--- src/rtl/thermal_cmp_pkg.sv ---
package thermal_cmp_pkg;
    // Width of the register data path
    localparam int REG_W     = 32;
    // Field positions inside a limit register
    localparam int HOT_LSB   = 16;
    localparam int REARM_LSB = 0;
    // First bit of each flag group in the status and enable words
    localparam int ALARM_GRP = 0;
    localparam int SHUT_GRP  = 4;
    localparam int READY_GRP = 8;
    // Room per group; channel count must not exceed it
    localparam int GRP_SPAN  = 4;
    // Byte offsets of the register map
    localparam int OFS_ENABLE = 'h00;
    localparam int OFS_STATUS = 'h04;
    localparam int OFS_ALARM  = 'h10;
    localparam int OFS_SHUT   = 'h20;
    localparam int REG_STRIDE = 4;
endpackage

--- src/rtl/thermal_chan_cmp.sv ---
module thermal_chan_cmp
    import thermal_cmp_pkg::*;
#(
    parameter int DATA_W = 12,
    parameter int ADDR_W = 8,
    parameter int CH_IDX = 0
) (
    input  logic              clk,
    input  logic              rst_n,
    input  logic              wr_en,
    input  logic [ADDR_W-1:0] wr_addr,
    input  logic [DATA_W-1:0] wr_hot,
    input  logic [DATA_W-1:0] wr_low,
    input  logic              strobe,
    input  logic [DATA_W-1:0] code,
    output logic              set_alarm,
    output logic              set_shut
);
    localparam logic [ADDR_W-1:0] ALARM_ADR = ADDR_W'(OFS_ALARM + REG_STRIDE * CH_IDX);
    localparam logic [ADDR_W-1:0] SHUT_ADR  = ADDR_W'(OFS_SHUT + REG_STRIDE * CH_IDX);

    typedef struct packed {
        logic [DATA_W-1:0] alarm_lim;
        logic [DATA_W-1:0] rearm_lim;
        logic [DATA_W-1:0] shut_lim;
        logic              armed;
    } chan_st_t;

    chan_st_t st_d, st_q;
    logic     trip_alarm;
    logic     trip_shut;

    always_comb begin
        st_d       = st_q;
        // Hotter means numerically smaller
        trip_alarm = strobe && st_q.armed && (code < st_q.alarm_lim);
        trip_shut  = strobe && (code < st_q.shut_lim);

        if (wr_en && (wr_addr == ALARM_ADR)) begin
            st_d.alarm_lim = wr_hot;
            st_d.rearm_lim = wr_low;
        end
        if (wr_en && (wr_addr == SHUT_ADR)) begin
            st_d.shut_lim = wr_hot;
        end

        if (trip_alarm) begin
            st_d.armed = 1'b0;
        end else if (strobe && !st_q.armed && (code > st_q.rearm_lim)) begin
            st_d.armed = 1'b1;
        end
    end

    always_ff @(posedge clk) begin
        if (!rst_n) begin
            st_q <= '{alarm_lim: '0, rearm_lim: '0, shut_lim: '0, armed: 1'b1};
        end else begin
            st_q <= st_d;
        end
    end

    assign set_alarm = trip_alarm;
    assign set_shut  = trip_shut;
endmodule

--- src/rtl/thermal_trip_cmp.sv ---
module thermal_trip_cmp
    import thermal_cmp_pkg::*;
#(
    parameter int NUM_CH = 3,   // at most GRP_SPAN
    parameter int DATA_W = 12,  // at most 12 to fit the limit fields
    parameter int ADDR_W = 8
) (
    input  logic                     clk,
    input  logic                     rst_n,
    input  logic                     wr_en,
    input  logic [ADDR_W-1:0]        wr_addr,
    input  logic [REG_W-1:0]         wr_data,
    input  logic [NUM_CH-1:0]        data_valid,
    input  logic [NUM_CH*DATA_W-1:0] data_code,
    output logic [REG_W-1:0]         status,
    output logic                     irq,
    output logic                     shut_req
);
    localparam logic [ADDR_W-1:0] EN_ADR   = ADDR_W'(OFS_ENABLE);
    localparam logic [ADDR_W-1:0] STAT_ADR = ADDR_W'(OFS_STATUS);

    typedef struct packed {
        logic [NUM_CH-1:0] alarm;
        logic [NUM_CH-1:0] shut;
        logic [NUM_CH-1:0] ready;
        logic [NUM_CH-1:0] en_alarm;
        logic [NUM_CH-1:0] en_shut;
        logic [NUM_CH-1:0] en_ready;
    } flag_st_t;

    flag_st_t          fl_d, fl_q;
    logic [NUM_CH-1:0] hit_alarm;
    logic [NUM_CH-1:0] hit_shut;
    logic [NUM_CH-1:0] clr_alarm, clr_shut, clr_ready;
    logic              unused_wr_bits;

    assign unused_wr_bits = ^wr_data;

    for (genvar g = 0; g < NUM_CH; g++) begin : g_chan
        thermal_chan_cmp #(
            .DATA_W (DATA_W),
            .ADDR_W (ADDR_W),
            .CH_IDX (g)
        ) i_chan (
            .clk       (clk),
            .rst_n     (rst_n),
            .wr_en     (wr_en),
            .wr_addr   (wr_addr),
            .wr_hot    (wr_data[HOT_LSB +: DATA_W]),
            .wr_low    (wr_data[REARM_LSB +: DATA_W]),
            .strobe    (data_valid[g]),
            .code      (data_code[g*DATA_W +: DATA_W]),
            .set_alarm (hit_alarm[g]),
            .set_shut  (hit_shut[g])
        );
    end

    always_comb begin
        fl_d = fl_q;
        if (wr_en && (wr_addr == STAT_ADR)) begin
            clr_alarm = wr_data[ALARM_GRP +: NUM_CH];
            clr_shut  = wr_data[SHUT_GRP +: NUM_CH];
            clr_ready = wr_data[READY_GRP +: NUM_CH];
        end else begin
            clr_alarm = '0;
            clr_shut  = '0;
            clr_ready = '0;
        end
        // Setting takes priority over a write-one-to-clear
        fl_d.alarm = (fl_q.alarm & ~clr_alarm) | hit_alarm;
        fl_d.shut  = (fl_q.shut & ~clr_shut) | hit_shut;
        fl_d.ready = (fl_q.ready & ~clr_ready) | data_valid;

        if (wr_en && (wr_addr == EN_ADR)) begin
            fl_d.en_alarm = wr_data[ALARM_GRP +: NUM_CH];
            fl_d.en_shut  = wr_data[SHUT_GRP +: NUM_CH];
            fl_d.en_ready = wr_data[READY_GRP +: NUM_CH];
        end
    end

    always_ff @(posedge clk) begin
        if (!rst_n) begin
            fl_q <= '0;
        end else begin
            fl_q <= fl_d;
        end
    end

    always_comb begin
        status                         = '0;
        status[ALARM_GRP +: NUM_CH]    = fl_q.alarm;
        status[SHUT_GRP +: NUM_CH]     = fl_q.shut;
        status[READY_GRP +: NUM_CH]    = fl_q.ready;
    end

    assign irq = |{fl_q.alarm & fl_q.en_alarm,
                   fl_q.shut & fl_q.en_shut,
                   fl_q.ready & fl_q.en_ready};
    assign shut_req = |fl_q.shut;
endmodule

--- config.mk ---
export PLATFORM = sky130hd
export DESIGN_NAME = thermal_trip_cmp
export DESIGN_NICKNAME = d
export VERILOG_FILES = /design/src/rtl/thermal_cmp_pkg.sv /design/src/rtl/thermal_chan_cmp.sv /design/src/rtl/thermal_trip_cmp.sv
export SDC_FILE = /design/constraint.sdc
export NUM_CORES = 1
export LEC_CHECK = 0
export ABC_AREA = 1
export CELL_PAD_IN_SITES_DETAIL_PLACEMENT = 1
export CELL_PAD_IN_SITES_GLOBAL_PLACEMENT = 1
export CORE_MARGIN = 3
export CORE_UTILIZATION = 40
export CTS_CLUSTER_SIZE = 20
export DETAILED_ROUTE_END_ITERATION = 10
export GPL_ROUTABILITY_DRIVEN = 0
export GPL_TIMING_DRIVEN = 0
export HOLD_SLACK_MARGIN = 0.02
export PLACE_DENSITY_LB_ADDON = 0.1
export SLEW_MARGIN = 30
export SYNTH_ARGS = -nofsm -noshare
export SYNTH_HDL_FRONTEND = slang
export SYNTH_SLANG_ARGS = --single-unit
export TNS_END_PERCENT = 5
--- constraint.sdc ---
create_clock -name clk -period 1.7 [get_ports clk]
set_input_delay 0.255 -clock clk [delete_from_list [all_inputs] [get_ports clk]]
set_output_delay 0.255 -clock clk [all_outputs]
set_load 0.03 [all_outputs]
==> results.yml <==
run_status:
  status: "finished clean"
setup_path:
  cp.arrival_ps: 1440
  critPathCaptureType: "output pin"
  worstSetupPathType: "reg -> out"
  r2r-start: "g_chan[2].i_chan.st_q[36]$_SDFFE_PN0P_"
  cp.required_ps: 1440
  r2r_setup_slack_ps: 180
  crit_path_end: "irq"
  crit_fanout: 4
  r2r_cells: 9
  startpoint_type: "register"
  r2r_end: "g_chan[2].i_chan.st_q[0]$_SDFFE_PN1P_"
  critical_path.startpoint: "status[4]$_SDFF_PN0_"
grt:
  grt_max_degree: 17
  grt_usage_pct: 24.1
  antenna_found_initial: 1
  grt.overflow.total: 0
  grt_pass1_vias: 6951
  grt_pass1_wl_mm: 37.2
finish:
  nFillCells: 2261
  multi_input_area_mm2: 0.00387
  area_growth_pct: 24.6
  final_area_mm2: 0.00924
  drive_gt1_share_pct: 10.8
  final_cell_mix: "a21oi_1, inv_1, nand2_1, o21ai_0, dfxtp_1"
  layout_commonest_cell: "a21oi_1"
  register_area_mm2: 0.00259
  nets: 1287
timing:
  period_share_pct: 99.8
  finalHoldViolations: 0
  setup_viol: 0
  rsz0062_at_grt: "true"
  fin_crit_ps: 1700
  worst_slew_pin_slew_ps: 801
  holdWs_ps: 267
  fmax_mhz: 589
  drv_slew: 0
  fin_worst_skew_ps: 5.39
  tns_ps: 0
  slew_headroom_pct: 46.6
  setup_slack_ps: 3.46
placement:
  post-place-ws_ps: -356
  place_area_mm2: 0.00861
  place.detailed.hpwl_mm: 18.4
  port_buffers: 83
power:
  ir_drop_v: 0.000732
  p_total_mw: 7.94
  p_per_area_mw_per_mm2: 859
  leakage_nw: 3.96
clock_tree:
  cts_sinks: 129
  cts_max_path_buffers: 2
  cts.clk_slew.worst_paths_ps: 60
  clock-root-buffer: "clkbuf_16"
  cts_hold_buffers: 0
  clk_latency_ps: 430
  htreeDepth: 4
  cts_tree: "yes"
  numCtsBuffers: 17
drt:
  wl_mm: 23.8
  vias_per_cell: 5.07
  route.detailed.drc: 0
  ant_nets: 0
  vias: 6825
  drtIter0Drc: 259
  wl_per_cell_um: 17.7
  dr.pass1.iters: 4
floorplan:
  die_area_mm2: 0.0202
  core_area_mm2: 0.0181
  die_w_um: 142
  start_util_pct: 41.0
  die_height_um: 142
  num_io_pins: 116
  rows: 49
synth:
  ys_types: 34
  synthCells: 978
  synth_seq_area_share_pct: 34.8
  synth_warnings: 0
  postSynthAreaPerCell_um2: 7.58
  ys_ff_latch: 129
  syn_area_mm2: 0.00741
job:
  cap_violations: 0
hold_path:
  hp-class: "in -> reg"
[cell type report]
cell class                 count  share of cell area, %
multi-input combinational    638                   41.9
antenna                        1                 0.0271
clock inverter                12                   1.71
inverter                     167                   6.78
buffer                        66                   4.71
timing repair buffer          84                   8.83
clock buffer                  20                   4.94
tap                          229                   3.10
sequential                   129                   28.0
[worst max-delay path, stage by stage, from the launching register on]
cell	delay [ps]
dfxtp_2	330
nand2_1	50
nand2_1	60
a221oi_2	180
nand4_1	200
buf_6	190
[metrics by stage]
| step | cells | utilization, % |
|---|---|---|
| final | 1346 | 51.1 |
| after floorplan | 1000 | - |
| after global placement | 1312 | 47.6 |
| after CTS | 1344 | 50.9 |
| after global routing | 1345 | 51.1 |
| after detailed placement | 1312 | 47.6 |
[where the power goes]
group          leakage [nW]  total [mW]  internal, mW  switching [mW]
Combinational          2.63        1.04         0.428           0.612
Sequential             1.04        3.07          3.05          0.0206
Clock                 0.293        3.83          2.39            1.44
Total                  3.96        7.94          5.87            2.07
[layer usage]
layer	track usage, %	up-vias	wire length (um)
met2	40.9	135	11300
li1	-	3428	-
met3	3.56	31	1010
met5	0	-	0
met1	31.8	3231	11100
met4	7.22	0	398
[cells by family (layout without fill, tap and decap cells)]
logic type / count (synthesis) / in the layout / share of synthesized area (%)
flops: 129 / 129 / 34.8
compound gates: 314 / 314 / 21.7
buf+inv: 233 / 349 / 14.3
fa+ha+maj: 102 / 102 / 17.2
simple gates: 199 / 199 / 11.9
other cells: 1 / 24 / 0.0506
[cells in the mapped netlist]
| cell | instances | area [um^2] |
|---|---|---|
| a21oi_1 | 164 | 821 |
| inv_1 | 162 | 608 |
| nand2_1 | 136 | 510 |
| o21ai_0 | 135 | 676 |
| dfxtp_1 | 129 | 2580 |
| ha_1 | 102 | 1280 |
| buf_4 | 36 | 270 |
| nor2_1 | 25 | 93.8 |
| clkbuf_1 | 13 | 48.8 |
| buf_2 | 10 | 50.1 |
| nand4_1 | 10 | 62.6 |
| nand3_1 | 8 | 40.0 |
| nor3_1 | 6 | 30.0 |
| o21bai_1 | 6 | 45.0 |
| buf_6 | 5 | 56.3 |
| inv_2 | 4 | 15.0 |
| a21o_1 | 3 | 22.5 |
| nor2_4 | 3 | 33.8 |
| nor3b_1 | 3 | 22.5 |
| clkbuf_2 | 2 | 10.0 |
| nand3_2 | 2 | 20.0 |
| o21ai_1 | 2 | 10.0 |
| a21oi_2 | 1 | 8.76 |
| a221oi_1 | 1 | 8.76 |
| a22o_1 | 1 | 8.76 |
| clkinv_1 | 1 | 3.75 |
| conb_1 | 1 | 3.75 |
| nand3b_1 | 1 | 7.51 |
| nand4_4 | 1 | 21.3 |
| nor2_2 | 1 | 6.26 |
| nor3_2 | 1 | 10.0 |
| nor3_4 | 1 | 16.3 |
| o21ai_2 | 1 | 8.76 |
| or3_1 | 1 | 6.26 |
[timing repair]
item | 4_1_cts | 5_1_grt
pin swaps | 0 | 6
resized for setup | 15 | 19
cloned | 0 | 0
endpoints found under the setup margin | 11 | 8
buffers inserted | 0 | 1
[registers in the layout, summed over array words and instances, names as in the netlist]
| register | flops |
|---|---|
| g_chan.i_chan.st_q | 111 |
| status | 9 |
| fl_q | 9 |
[worst min-delay path by stage]
stage	endpoint	startpoint	depth (start not counted)
2_1_floorplan	g_chan[0].i_chan.st_q[25]$_SDFFE_PN0P_	wr_data[16]	2
3_3_place_gp	g_chan[2].i_chan.st_q[1]$_SDFFE_PN0P_	g_chan[2].i_chan.st_q[1]$_SDFFE_PN0P_	2
3_5_place_dp	g_chan[2].i_chan.st_q[5]$_SDFFE_PN0P_	g_chan[2].i_chan.st_q[5]$_SDFFE_PN0P_	2
4_1_cts	g_chan[1].i_chan.st_q[6]$_SDFFE_PN0P_	rst_n	3
5_1_grt	g_chan[1].i_chan.st_q[4]$_SDFFE_PN0P_	rst_n	3
6_report	g_chan[1].i_chan.st_q[10]$_SDFFE_PN0P_	rst_n	3
No activity file was read; power rests on OpenSTA's default activity.
